--- src/rtl/stdby_pkg.sv ---
package stdby_pkg;

    typedef enum logic [1:0] {
        MODE_ACTIVE = 2'd0,
        MODE_RESUME = 2'd1,
        MODE_ULTRA  = 2'd2
    } pmode_e;

    typedef enum logic [3:0] {
        ST_ACTIVE,
        ST_SAVE,
        ST_ISO_ON,
        ST_RAM_CFG,
        ST_SLEEP,
        ST_PWR_ON,
        ST_RAM_REL,
        ST_RESTORE,
        ST_ISO_OFF
    } seq_state_e;

    typedef struct packed {
        logic sw_on;
        logic iso;
        logic ram_ret;
        logic ram_pwr;
        logic core_rst_n;
    } rail_ctrl_t;

    localparam rail_ctrl_t RAIL_ACTIVE = '{sw_on: 1'b1, iso: 1'b0, ram_ret: 1'b0,
                                          ram_pwr: 1'b1, core_rst_n: 1'b1};

    // Control levels that belong to each step; deep selects how the RAM is parked.
    function automatic rail_ctrl_t rail_for(input seq_state_e st, input logic deep);
        rail_ctrl_t r;
        r = RAIL_ACTIVE;
        case (st)
            ST_ACTIVE, ST_SAVE: r = RAIL_ACTIVE;
            ST_ISO_ON: r.iso = 1'b1;
            ST_RAM_CFG: begin
                r.iso     = 1'b1;
                r.ram_ret = ~deep;
                r.ram_pwr = ~deep;
            end
            ST_SLEEP: begin
                r.sw_on      = 1'b0;
                r.iso        = 1'b1;
                r.ram_ret    = ~deep;
                r.ram_pwr    = ~deep;
                r.core_rst_n = 1'b0;
            end
            ST_PWR_ON: begin
                r.iso        = 1'b1;
                r.ram_ret    = ~deep;
                r.ram_pwr    = ~deep;
                r.core_rst_n = 1'b0;
            end
            ST_RAM_REL, ST_RESTORE: begin
                r.iso        = 1'b1;
                r.core_rst_n = 1'b0;
            end
            ST_ISO_OFF: r.core_rst_n = 1'b0;
            default: r = RAIL_ACTIVE;
        endcase
        return r;
    endfunction

    function automatic pmode_e mode_for(input seq_state_e st, input logic deep);
        pmode_e m;
        case (st)
            ST_SLEEP, ST_PWR_ON, ST_RAM_REL, ST_RESTORE, ST_ISO_OFF:
                m = deep ? MODE_ULTRA : MODE_RESUME;
            default: m = MODE_ACTIVE;
        endcase
        return m;
    endfunction

endpackage

--- src/rtl/stdby_settle_timer.sv ---
module stdby_settle_timer #(
    parameter int SETTLE_CYC = 5
) (
    input  logic clk,
    input  logic rst_n,
    input  logic run_i,
    output logic done_o
);
    localparam int CW = (SETTLE_CYC > 1) ? $clog2(SETTLE_CYC + 1) : 1;
    localparam logic [CW-1:0] LAST = CW'(SETTLE_CYC - 1);

    logic [CW-1:0] cnt_d, cnt_q;

    always_comb begin
        done_o = run_i && (cnt_q == LAST);
        cnt_d  = cnt_q;
        if (!run_i || done_o) begin
            cnt_d = '0;
        end else begin
            cnt_d = cnt_q + 1'b1;
        end
    end

    always_ff @(posedge clk or negedge rst_n) begin
        if (!rst_n) cnt_q <= '0;
        else        cnt_q <= cnt_d;
    end

    AST_SETTLE_BOUND: assert property (@(posedge clk) disable iff (!rst_n)
        cnt_q <= LAST);
    AST_IDLE_CLEAR: assert property (@(posedge clk) disable iff (!rst_n)
        !run_i |=> cnt_q == '0);

endmodule

--- src/rtl/stdby_backup_bank.sv ---
module stdby_backup_bank #(
    parameter int NUM_REGS = 3,
    parameter int REG_W    = 32
) (
    input  logic                      clk,
    input  logic                      rst_n,
    input  logic                      capture_i,
    input  logic [NUM_REGS*REG_W-1:0] live_i,
    output logic [NUM_REGS*REG_W-1:0] held_o
);
    for (genvar g = 0; g < NUM_REGS; g++) begin : g_slot
        logic [REG_W-1:0] slot_d, slot_q;

        always_comb begin
            slot_d = slot_q;
            if (capture_i) slot_d = live_i[g*REG_W +: REG_W];
        end

        always_ff @(posedge clk or negedge rst_n) begin
            if (!rst_n) slot_q <= '0;
            else        slot_q <= slot_d;
        end

        assign held_o[g*REG_W +: REG_W] = slot_q;
    end

    AST_HOLD_IDLE: assert property (@(posedge clk) disable iff (!rst_n)
        !capture_i |=> $stable(held_o));

endmodule

--- src/rtl/stdby_seq_fsm.sv ---
module stdby_seq_fsm
    import stdby_pkg::*;
(
    input  logic       clk,
    input  logic       rst_n,
    input  logic       req_i,
    input  logic       deep_i,
    input  logic       wake_i,
    input  logic       settle_done_i,
    output logic       capture_o,
    output logic       timer_run_o,
    output rail_ctrl_t rail_o,
    output logic       restore_o,
    output logic       warm_o,
    output pmode_e     mode_o
);
    typedef struct packed {
        seq_state_e st;
        logic       deep;
        logic       wake_pend;
        logic       warm;
        rail_ctrl_t rail;
        logic       restore;
        pmode_e     mode;
    } fsm_t;

    localparam fsm_t FSM_RST = '{st: ST_ACTIVE, deep: 1'b0, wake_pend: 1'b0, warm: 1'b0,
                                 rail: RAIL_ACTIVE, restore: 1'b0, mode: MODE_ACTIVE};

    fsm_t d, q;

    always_comb begin
        d = q;
        case (q.st)
            ST_ACTIVE: begin
                if (req_i) begin
                    d.deep      = deep_i;
                    d.wake_pend = 1'b0;
                    d.warm      = 1'b0;
                    d.st        = deep_i ? ST_ISO_ON : ST_SAVE;
                end
            end
            ST_SAVE: begin
                d.wake_pend = q.wake_pend | wake_i;
                d.st        = ST_ISO_ON;
            end
            ST_ISO_ON: begin
                d.wake_pend = q.wake_pend | wake_i;
                d.st        = ST_RAM_CFG;
            end
            ST_RAM_CFG: begin
                d.wake_pend = q.wake_pend | wake_i;
                d.st        = ST_SLEEP;
            end
            ST_SLEEP: begin
                if (wake_i || q.wake_pend) begin
                    d.wake_pend = 1'b0;
                    d.st        = ST_PWR_ON;
                end
            end
            ST_PWR_ON: begin
                if (settle_done_i) d.st = ST_RAM_REL;
            end
            ST_RAM_REL: d.st = q.deep ? ST_ISO_OFF : ST_RESTORE;
            ST_RESTORE: begin
                d.warm = 1'b1;
                d.st   = ST_ISO_OFF;
            end
            ST_ISO_OFF: d.st = ST_ACTIVE;
            default:    d.st = ST_ACTIVE;
        endcase
        d.rail    = rail_for(d.st, d.deep);
        d.restore = (d.st == ST_RESTORE);
        d.mode    = mode_for(d.st, d.deep);
    end

    always_ff @(posedge clk or negedge rst_n) begin
        if (!rst_n) q <= FSM_RST;
        else        q <= d;
    end

    assign capture_o   = (q.st == ST_SAVE);
    assign timer_run_o = (q.st == ST_PWR_ON);
    assign rail_o      = q.rail;
    assign restore_o   = q.restore;
    assign warm_o      = q.warm;
    assign mode_o      = q.mode;

    AST_ISO_WHILE_OFF: assert property (@(posedge clk) disable iff (!rst_n)
        !rail_o.sw_on |-> rail_o.iso);
    AST_RST_WHILE_OFF: assert property (@(posedge clk) disable iff (!rst_n)
        !rail_o.sw_on |-> !rail_o.core_rst_n);
    AST_RET_UNDER_ISO: assert property (@(posedge clk) disable iff (!rst_n)
        rail_o.ram_ret |-> rail_o.iso);
    AST_PARK_BEFORE_CUT: assert property (@(posedge clk) disable iff (!rst_n)
        $fell(rail_o.sw_on) |-> $past(rail_o.iso) && $past(rail_o.ram_ret || !rail_o.ram_pwr));
    AST_RST_AFTER_ISO: assert property (@(posedge clk) disable iff (!rst_n)
        $rose(rail_o.core_rst_n) |-> $past(!rail_o.iso) && !rail_o.iso);
    AST_MODE_LEGAL: assert property (@(posedge clk) disable iff (!rst_n)
        mode_o != 2'd3);
    AST_RESTORE_SHALLOW: assert property (@(posedge clk) disable iff (!rst_n)
        restore_o |-> mode_o == MODE_RESUME);
    AST_RESTORE_PULSE: assert property (@(posedge clk) disable iff (!rst_n)
        restore_o |=> !restore_o);
    AST_CAPTURE_SHALLOW: assert property (@(posedge clk) disable iff (!rst_n)
        capture_o |-> rail_o.sw_on && !rail_o.iso);

endmodule

--- src/rtl/stdby_power_ctrl.sv ---
module stdby_power_ctrl
    import stdby_pkg::*;
#(
    parameter int NUM_REGS   = 3,
    parameter int REG_W      = 32,
    parameter int SETTLE_CYC = 5
) (
    input  logic                      clk,
    input  logic                      rst_n,
    input  logic                      stby_req_i,
    input  logic                      stby_deep_i,
    input  logic                      wake_i,
    input  logic [NUM_REGS*REG_W-1:0] live_regs_i,
    output logic                      pwr_sw_on_o,
    output logic                      iso_en_o,
    output logic                      ram_retain_o,
    output logic                      ram_pwr_on_o,
    output logic                      core_rst_n_o,
    output logic                      restore_valid_o,
    output logic [NUM_REGS*REG_W-1:0] restore_data_o,
    output logic                      warm_boot_o,
    output logic [1:0]                mode_o
);
    logic       capture;
    logic       timer_run;
    logic       settle_done;
    rail_ctrl_t rail;
    pmode_e     mode;

    stdby_seq_fsm u_fsm (
        .clk           (clk),
        .rst_n         (rst_n),
        .req_i         (stby_req_i),
        .deep_i        (stby_deep_i),
        .wake_i        (wake_i),
        .settle_done_i (settle_done),
        .capture_o     (capture),
        .timer_run_o   (timer_run),
        .rail_o        (rail),
        .restore_o     (restore_valid_o),
        .warm_o        (warm_boot_o),
        .mode_o        (mode)
    );

    stdby_settle_timer #(.SETTLE_CYC(SETTLE_CYC)) u_timer (
        .clk    (clk),
        .rst_n  (rst_n),
        .run_i  (timer_run),
        .done_o (settle_done)
    );

    stdby_backup_bank #(.NUM_REGS(NUM_REGS), .REG_W(REG_W)) u_bank (
        .clk       (clk),
        .rst_n     (rst_n),
        .capture_i (capture),
        .live_i    (live_regs_i),
        .held_o    (restore_data_o)
    );

    assign pwr_sw_on_o  = rail.sw_on;
    assign iso_en_o     = rail.iso;
    assign ram_retain_o = rail.ram_ret;
    assign ram_pwr_on_o = rail.ram_pwr;
    assign core_rst_n_o = rail.core_rst_n;
    assign mode_o       = mode;

    AST_MODE_WHEN_OFF: assert property (@(posedge clk) disable iff (!rst_n)
        !pwr_sw_on_o |-> mode_o != 2'd0);
    AST_ULTRA_NO_RET: assert property (@(posedge clk) disable iff (!rst_n)
        mode_o == 2'd2 |-> !ram_retain_o);

endmodule

--- config.mk ---
export PLATFORM = sky130hd
export DESIGN_NAME = stdby_power_ctrl
export DESIGN_NICKNAME = d
export VERILOG_FILES = /design/src/rtl/stdby_pkg.sv /design/src/rtl/stdby_settle_timer.sv /design/src/rtl/stdby_backup_bank.sv /design/src/rtl/stdby_seq_fsm.sv /design/src/rtl/stdby_power_ctrl.sv
export SDC_FILE = /design/constraint.sdc
export NUM_CORES = 1
export LEC_CHECK = 0
export BUFFER_PORTS_ARGS = -buffer_cell sky130_fd_sc_hd__buf_4
export CAP_MARGIN = 10
export CORE_MARGIN = 3
export CORE_UTILIZATION = 30
export DETAILED_ROUTE_END_ITERATION = 8
export GPL_TIMING_DRIVEN = 0
export PLACE_DENSITY = 0.55
export SYNTH_ARGS = -nofsm -noshare
export SYNTH_HDL_FRONTEND = slang
export SYNTH_HIERARCHICAL = 1
export SYNTH_SLANG_ARGS = --single-unit
--- constraint.sdc ---
create_clock -name clk -period 3.9 [get_ports clk]
set_clock_uncertainty 0.05 [all_clocks]
set_input_delay 0.39 -clock clk [delete_from_list [all_inputs] [get_ports clk]]
set_output_delay 0.39 -clock clk [all_outputs]
set_load 0.01 [all_outputs]
After elaboration in Yosys (flattened, before gate mapping)
Cells that the tools add are included.

Register bits after elaboration: 114. Bits of input ports: 101. Output and inout bits: 105. Logic and storage cells: 65.

$add $sub $neg: 1. Eq/ne operators: 17. Multiplexer cells: 17. Bitwise logic cells: 2. Reduce and logical (&&, ||, !) cells: 13.

Operator list (count): $eq A4 B3 Y1 const B (8); $pmux W4 S8 (1); $eq A4 B2 Y1 const B (4); $mux W4 (3); $mux W2 (4); $mux W7 (1); $reduce_or A3 Y1 (2); $reduce_or A6 Y1 (1); $mux W1 (5); $reduce_or A5 Y1 (1); $eq A4 B1 Y1 const B (1); $eq A4 B4 Y1 const B (1); $logic_not A4 Y1 (1); $add A3 B1 Y3 const B (1); $eq A3 B3 Y1 const B (1); $mux W3 (1); $pmux W1 S3 (1); $reduce_and A3 Y1 (1); $reduce_bool A3 Y1 (1); $logic_or A1 B1 Y1 (2); $ne A2 B1 Y1 const B (1); $ne A2 B2 Y1 const B (1); $pmux W1 S2 (1); $reduce_and A2 Y1 (1); 5 further kinds (5).

Longest topological paths before layout
Gate-level depths: netlist (run 1).

Word-level depth: 7. Gate-level depth with buffers: 9. Gate-level depth less buffers: 8.

Hierarchy
Netlist (run 1), hierarchy kept.

Modules (own cells, without submodules): stdby_backup_bank (times used 1, cells an instance 203, area each 3764.9 µm², sequential area each 2402.3 µm²); stdby_seq_fsm (times used 1, cells an instance 72, area each 753.2 µm², sequential area each 379.1 µm²); stdby_settle_timer (times used 1, cells an instance 15, area each 151.4 µm², sequential area each 75.1 µm²).

Worst setup path after synthesis (run 1)
OpenSTA, ideal clock, no wires.

Path kind: reg-to-reg. Start: register u_fsm/q[12] (netlist name). End: register u_bank.g_slot[0].slot_q[0]. Setup time: 125 ps. Data arrival time: 1630 ps. Required time: 3725 ps. Setup slack: 2094 ps. Stages on the path, launching flop included: 8. Path buffers: 4. Clock period less this slack: 1806 ps. Cells stage by stage: dfrtp_1 -> buf_4 -> or2b_1 -> nor3_1 -> buf_6 -> buf_8 -> buf_12 -> mux2_4.

Word-level cells in the longest chain between the ends: 1.

Ends and longest elaborated chain: from (decl) (line stdby_seq_fsm.sv:30) `fsm_t d, q;`; from (signal assigned) (line stdby_seq_fsm.sv:78) `if (!rst_n) q <= FSM_RST;`; from (signal assigned) (line stdby_seq_fsm.sv:79) `else q <= d;`; $eq A4 B1 Y1 (line stdby_seq_fsm.sv:82) `assign capture_o = (q.st == ST_SAVE);`; net capture (line stdby_power_ctrl.sv:24) `logic capture;`; to (signal assigned) (line stdby_backup_bank.sv:21) `else slot_q <= slot_d;`; to (decl) (line stdby_backup_bank.sv:12) `logic [REG_W-1:0] slot_d, slot_q;`.

The timed path passes the listed nets, and every way through them passes these cells. A chain may end at the register's enable or synchronous reset.

Worst setup path in the final report (run 1)
Start: register u_fsm/q[11] (netlist name). End: register u_bank.g_slot[1].slot_q[4].

Word-level cells in the longest chain between the ends: 1.

Ends and longest elaborated chain (line): $eq A4 B1 Y1 (stdby_seq_fsm.sv:82); net capture (stdby_power_ctrl.sv:24); to (signal assigned) (stdby_backup_bank.sv:21); to (decl) (stdby_backup_bank.sv:12).

The timed path passes the listed nets, and every way through them passes these cells.

==> results.sh, run 1 <==
export IMPL_initial_utilization=0.314
export IMPL_crit_fanout=10
export IMPL_grt_max_degree=97
export IMPL_vdd_drop_max_mv=0.397
export IMPL_syn_num_nets=393
export IMPL_fin_tns_setup_ps=0
export IMPL_hold_buffers=1
export IMPL_mostFrequentLayoutCells="buf_4, dfrtp_1, mux2_2"
export IMPL_hold_viol=0
export IMPL_wl_um=11300
export IMPL_grtUsageTotal=0.132
export IMPL_ys_seq_area_frac=0.612
export IMPL_die_h_um=131
export IMPL_coreArea_um2=14900
export IMPL_multi_input_area_um2=1570
export IMPL_cts_resized=0
export IMPL_cp_data_required_time_ps=4130
export IMPL_cts_sinks=114
export IMPL_fmax_ghz=0.502
export IMPL_rows=44
export IMPL_synth_yosys_warnings=6
export IMPL_vias_per_cell=4.41
export IMPL_setup_viol=0
export IMPL_n_antenna_cell=0
export IMPL_grt_ovfl_total=0
export IMPL_rsz0062_at_grt="false"
export IMPL_die_width_um=131
export IMPL_synth_area_um2=4670
export IMPL_min_period_ps=1990
export IMPL_dr_pass1_iters=4
export IMPL_hpwl_um=8270
export IMPL_worst_slew_pin_slew_ps=465
export IMPL_cts_tree="built"
export IMPL_startpoint_type="register"
export IMPL_vias=3143
export IMPL_seq_area_um2=2860
export IMPL_finalMaxSlewViolations=0
export IMPL_cts_buffers=17
export IMPL_drc=0
export IMPL_synth_top_area_frac=0.595
export IMPL_holdCritPathClass="in2reg"
export IMPL_n_fill_cell=1326
export IMPL_period_share=0.511
export IMPL_fin_hold_ws_ps=167
export IMPL_fin_ws_ps=1910
export IMPL_cts_max_level=4
export IMPL_ant_nets=0
export IMPL_synth_top_cell_by_area="dfrtp_1"
export IMPL_status="completed"
export IMPL_p_per_area_nw_per_um2=913
export IMPL_grt_pass1_vias=3323
export IMPL_antenna_found_initial=0
export IMPL_p_leak_nw=3.43
export IMPL_critPathKind="reg2reg"
export IMPL_nNetsFinal=619
export IMPL_cts_setup_buffers=0
export IMPL_place_ws_ps=1850
export IMPL_syn_inst=290
export IMPL_clock_path_buffers=2
export IMPL_io_pins=206
export IMPL_clock_latency_ps=400
export IMPL_synth_cell_types=39
export IMPL_endpoint_kind="register"
export IMPL_cp_data_arrival_time_ps=2220
export IMPL_ys_top_cells_by_area="dfrtp_1, mux2_2, mux2_4"
export IMPL_drtIter0Drc=66
export IMPL_root_buffer="clkbuf_16"
export IMPL_detail_route_wl_per_cell_um=15.9
export IMPL_maxCapViolCount=0
export IMPL_grt_pass1_wl_um=17400
export IMPL_final_common_cell="buf_4"
export IMPL_clk_pin_slew_ps=50
export IMPL_final_layout_size_suffix_gt1_frac=0.684
export IMPL_dieArea_um2=17100
export IMPL_relSlewSlack=0.690
export IMPL_ys_ff_latch=114
export IMPL_port_buffers=205
export IMPL_area_growth_pct=51.5
export IMPL_postSynthAreaPerCell_um2=16.1
export IMPL_place_congestion=0.739
-- state kept, by name (all words and copies together) (netlist names) --
name / cells
u_fsm/q: 6
u_fsm/rail_o: 5
u_bank/g_slot.slot_q: 96
u_fsm/warm_o: 1
u_fsm/restore_o: 1
u_fsm/mode_o: 2
u_timer/cnt_q: 3
-- critical path, cell delays in order, from the launching register on --
cell	delay, ps
dfrtp_1	390
buf_6	150
or2b_1	240
nor3_1	200
buf_6	180
buf_2	290
mux2_2	370
-- power breakdown --
group	internal (mW)	switching, mW	total [mW]
Combinational	1.71	1.13	2.84
Clock	1.04	0.499	1.54
Sequential	1.78	0.304	2.08
-- through the flow --
step / util / instance area (µm²) / std cells / total power [mW]
after floorplan: - / 4670 / 290 / 3.71
after global placement: 0.433 / 6440 / 679 / 4.92
after detailed placement: 0.435 / 6470 / 680 / 4.97
after CTS: 0.476 / 7070 / 712 / 6.56
after global routing: 0.476 / 7070 / 712 / 6.86
final: 0.476 / 7070 / 712 / 6.46
-- cells by family (layout without fill, tap and decap cells) --
kind of cell,Yosys count,after routing,synth area share
buf+inv,27,265,0.0514
flops,114,114,0.612
simple gates,36,36,0.0439
fa+ha+maj,2,2,0.00536
compound gates,14,14,0.0214
mux,97,97,0.266
-- final cells by class --
type / count / share of cell area
buffer: 22 / 0.0313
tap: 184 / 0.0325
inverter: 5 / 0.00265
timing repair buffer: 207 / 0.223
multi-input combinational: 149 / 0.222
clock buffer: 27 / 0.0739
clock inverter: 4 / 0.00991
sequential: 114 / 0.404
-- synth_stat cells, drive strengths merged --
cell type / number
inv: 5
nand3: 2
or2b: 2
nor2: 9
o31ai: 1
and3: 2
o211ai: 1
nand3b: 1
mux2: 97
or2: 1
a21oi: 4
dfstp: 3
nor3: 4
a31o: 1
buf: 22
a211o: 2
ha: 2
and3b: 1
a32oi: 1
nor2b: 3
dfrtp: 111
nor3b: 2
a2111o: 1
or3: 1
nand2: 5
or3b: 1
o21ai: 3
nand2b: 2
-- worst paths after layout --
| path | start | end | slack (ps) | cells after the start |
|---|---|---|---|---|
| worst max-delay path | u_fsm/q[11] | u_bank/g_slot[1].slot_q[4] | 1910 | 6 |
| worst min-delay path | live_regs_i[8] | u_bank/g_slot[0].slot_q[8] | 170 | 2 |
| worst min register to register | u_bank/g_slot[2].slot_q[16] | u_bank/g_slot[2].slot_q[16] | 450 | 1 |
| max in group asynchronous | rst_n | u_fsm/rail_o[0] | 2720 | 3 |
| worst max register to register | u_fsm/q[11] | u_bank/g_slot[1].slot_q[4] | 1910 | 6 |
| min in group asynchronous | rst_n | u_bank/g_slot[0].slot_q[6] | 360 | 2 |
-- routing by layer --
layer  share of wire  track usage
met5               0            0
met4          0.0086       0.0417
met3           0.098       0.0638
met2            0.49        0.211
met1            0.40        0.159
No activity file was read; power rests on OpenSTA's default activity.
==> run 2, diff against run 1 <==
Clock period 3.9 ns to 1.94 ns, I/O delays scaled along.
==> results.sh, run 2 (synthesis results as in run 1) <==
export IMPL_drc=0
export IMPL_rows=44
export IMPL_regMostFlops="u_bank/g_slot.slot_q"
export IMPL_grt_pass1_vias=3805
export IMPL_wl_um=12900
export IMPL_endpoint="u_bank/g_slot[1].slot_q[31]"
export IMPL_initial_utilization=0.314
export IMPL_r2r_cells=8
export IMPL_slowest_delay_ps=390
export IMPL_fin_hold_ws_ps=113
export IMPL_worst_slew_pin_slew_ps=466
export IMPL_cpMaxStageDelayCell="dfrtp_1"
export IMPL_root_buffer="clkbuf_16"
export IMPL_path_cells="buf_6, or2b_1, nor3_2, buf_6, buf_12, buf_8, buf_6, mux2_4"
export IMPL_coreArea_um2=14900
export IMPL_holdCritPathClass="in2reg"
export IMPL_final_layout_size_suffix_gt1_frac=0.588
export IMPL_period_share=0.990
export IMPL_final_common_cell="buf_4"
export IMPL_setup_viol=0
export IMPL_grt_ovfl_total=0
export IMPL_antenna_found_initial=0
export IMPL_crit_buf_inv=5
export IMPL_p_per_area_nw_per_um2=1650
export IMPL_path_depth=8
export IMPL_rsz0062_at_grt="true"
export IMPL_p_leak_nw=3.95
export IMPL_grtUsageTotal=0.148
export IMPL_r2r_slack_ps=20
export IMPL_ant_nets=0
export IMPL_hpwl_um=8270
export IMPL_fmax_ghz=0.521
export IMPL_dieArea_um2=17100
export IMPL_grt_pass1_wl_um=19500
export IMPL_io_pins=206
export IMPL_crit_fanout=6
export IMPL_cts_buffers=17
export IMPL_vias=3581
export IMPL_status="completed"
export IMPL_port_buffers=205
export IMPL_mostFrequentLayoutCells="buf_4, dfrtp_1, dlygate4sd3_1"
export IMPL_vdd_drop_max_mv=0.872
export IMPL_cts_max_level=4
export IMPL_setup_worst_path_start="u_fsm/q[12]"
export IMPL_vias_per_cell=4.38
export IMPL_area_growth_pct=76.8
export IMPL_min_period_ps=1920
export IMPL_detail_route_wl_per_cell_um=15.8
export IMPL_critPathKind="reg2reg"
export IMPL_cp_data_arrival_time_ps=2150
export IMPL_worstReg2RegStart="u_fsm/q[12]"
export IMPL_die_h_um=131
export IMPL_hold_viol=0
export IMPL_endpoint_kind="register"
export IMPL_clk_pin_slew_ps=50
export IMPL_largest_reg_flops=96
export IMPL_crit_top_cell="buf_6"
export IMPL_r2r_end="u_bank/g_slot[1].slot_q[31]"
export IMPL_nNetsFinal=725
export IMPL_cts_tree="built"
export IMPL_clock_path_buffers=2
export IMPL_startpoint_type="register"
export IMPL_n_fill_cell=1212
export IMPL_n_antenna_cell=0
export IMPL_cts_sinks=114
export IMPL_dr_pass1_iters=4
export IMPL_maxCapViolCount=0
export IMPL_crit_family="buffers and inverters"
export IMPL_p_total_mw=13.7
export IMPL_cp_data_required_time_ps=2170
export IMPL_relSlewSlack=0.689
export IMPL_drtIter0Drc=88
export IMPL_grt_max_degree=97
export IMPL_clock_latency_ps=400
export IMPL_place_congestion=0.739
export IMPL_finalMaxSlewViolations=0
export IMPL_die_width_um=131
==> run 2: cell types whose count changed in the layout (fill, tap and decap cells not counted) <==
cell / delta
dlygate4sd3_1: +97
mux2_2: -12
mux2_4: +12
buf_2: -5
buf_4: +5
buf_12: +4
buf_6: +3
buf_8: +2
nor2_1: -2
nor2_2: +2
nor3_1: -1
nor3_2: +1
==> run 2: worst min path at each step <==
stage / from / to / slack [ps] / cells past startpoint
floorplan: rst_n / u_bank/g_slot[0].slot_q[0] / -150 / 0
global placement: live_regs_i[89] / u_bank/g_slot[2].slot_q[25] / 380 / 2
detailed placement: rst_n / u_bank/g_slot[0].slot_q[6] / -2 / 1
CTS: stby_req_i / u_fsm/q[9] / 100 / 4
global route: stby_req_i / u_fsm/q[11] / 130 / 3
finish: stby_req_i / u_fsm/q[9] / 110 / 4
==> run 2: timing repair <==
item / in CTS / in global routing
gates resized for setup: 7 / 36
endpoints found under the setup margin: 92 / 93
hold buffers: 98 / 0
endpoints found under the hold margin: 208 / 0
pin swaps: 0 / 2
setup buffers: 0 / 9
==> run 2: per-stage QoR <==
step           TNS, ps  instance area, µm²  cells  worst slack, ps  utilization
6_report             0                8260    818             19.8        0.555
5_1_grt          -2610                8260    818            -68.5        0.555
4_1_cts          -13.2                8070    809            -4.83        0.543
3_5_place_dp     -3850                6470    680             -110        0.435
3_3_place_gp     -3200                6440    679            -96.9        0.433
2_1_floorplan        0                4670    290              134            -
==> run 2: where the power goes <==
part	leakage (nW)	total [mW]	switching (mW)	internal (mW)
clock	0.293	3.09	1.00	2.08
sequential	1.36	4.21	0.633	3.58
combinational	2.29	6.36	2.44	3.92
total	3.94	13.7	4.07	9.59
==> run 2: cell type report <==
class	count	area, µm²	share of cell area
Sequential cell	114	2860	0.346
Clock buffer	27	523	0.0634
Buffer	22	288	0.0349
Clock inverter	4	70.1	0.00849
Inverter	5	18.8	0.00227
Tap cell	184	230	0.0279
Timing Repair Buffer	313	2640	0.320
Multi-Input combinational cell	149	1630	0.197
==> run 2: routing by layer <==
metal,global-route usage,vias up,share of wire
met4,0.0417,0,0.0066
met5,0,-,0
met1,0.170,1764,0.40
met2,0.255,138,0.52
met3,0.0602,7,0.077
li1,-,1672,-
==> run 2: worst min-delay path, stage by stage <==
cell and delay (ps):
buf_4 100, inv_1 30, a21oi_1 110, o21ai_0 80
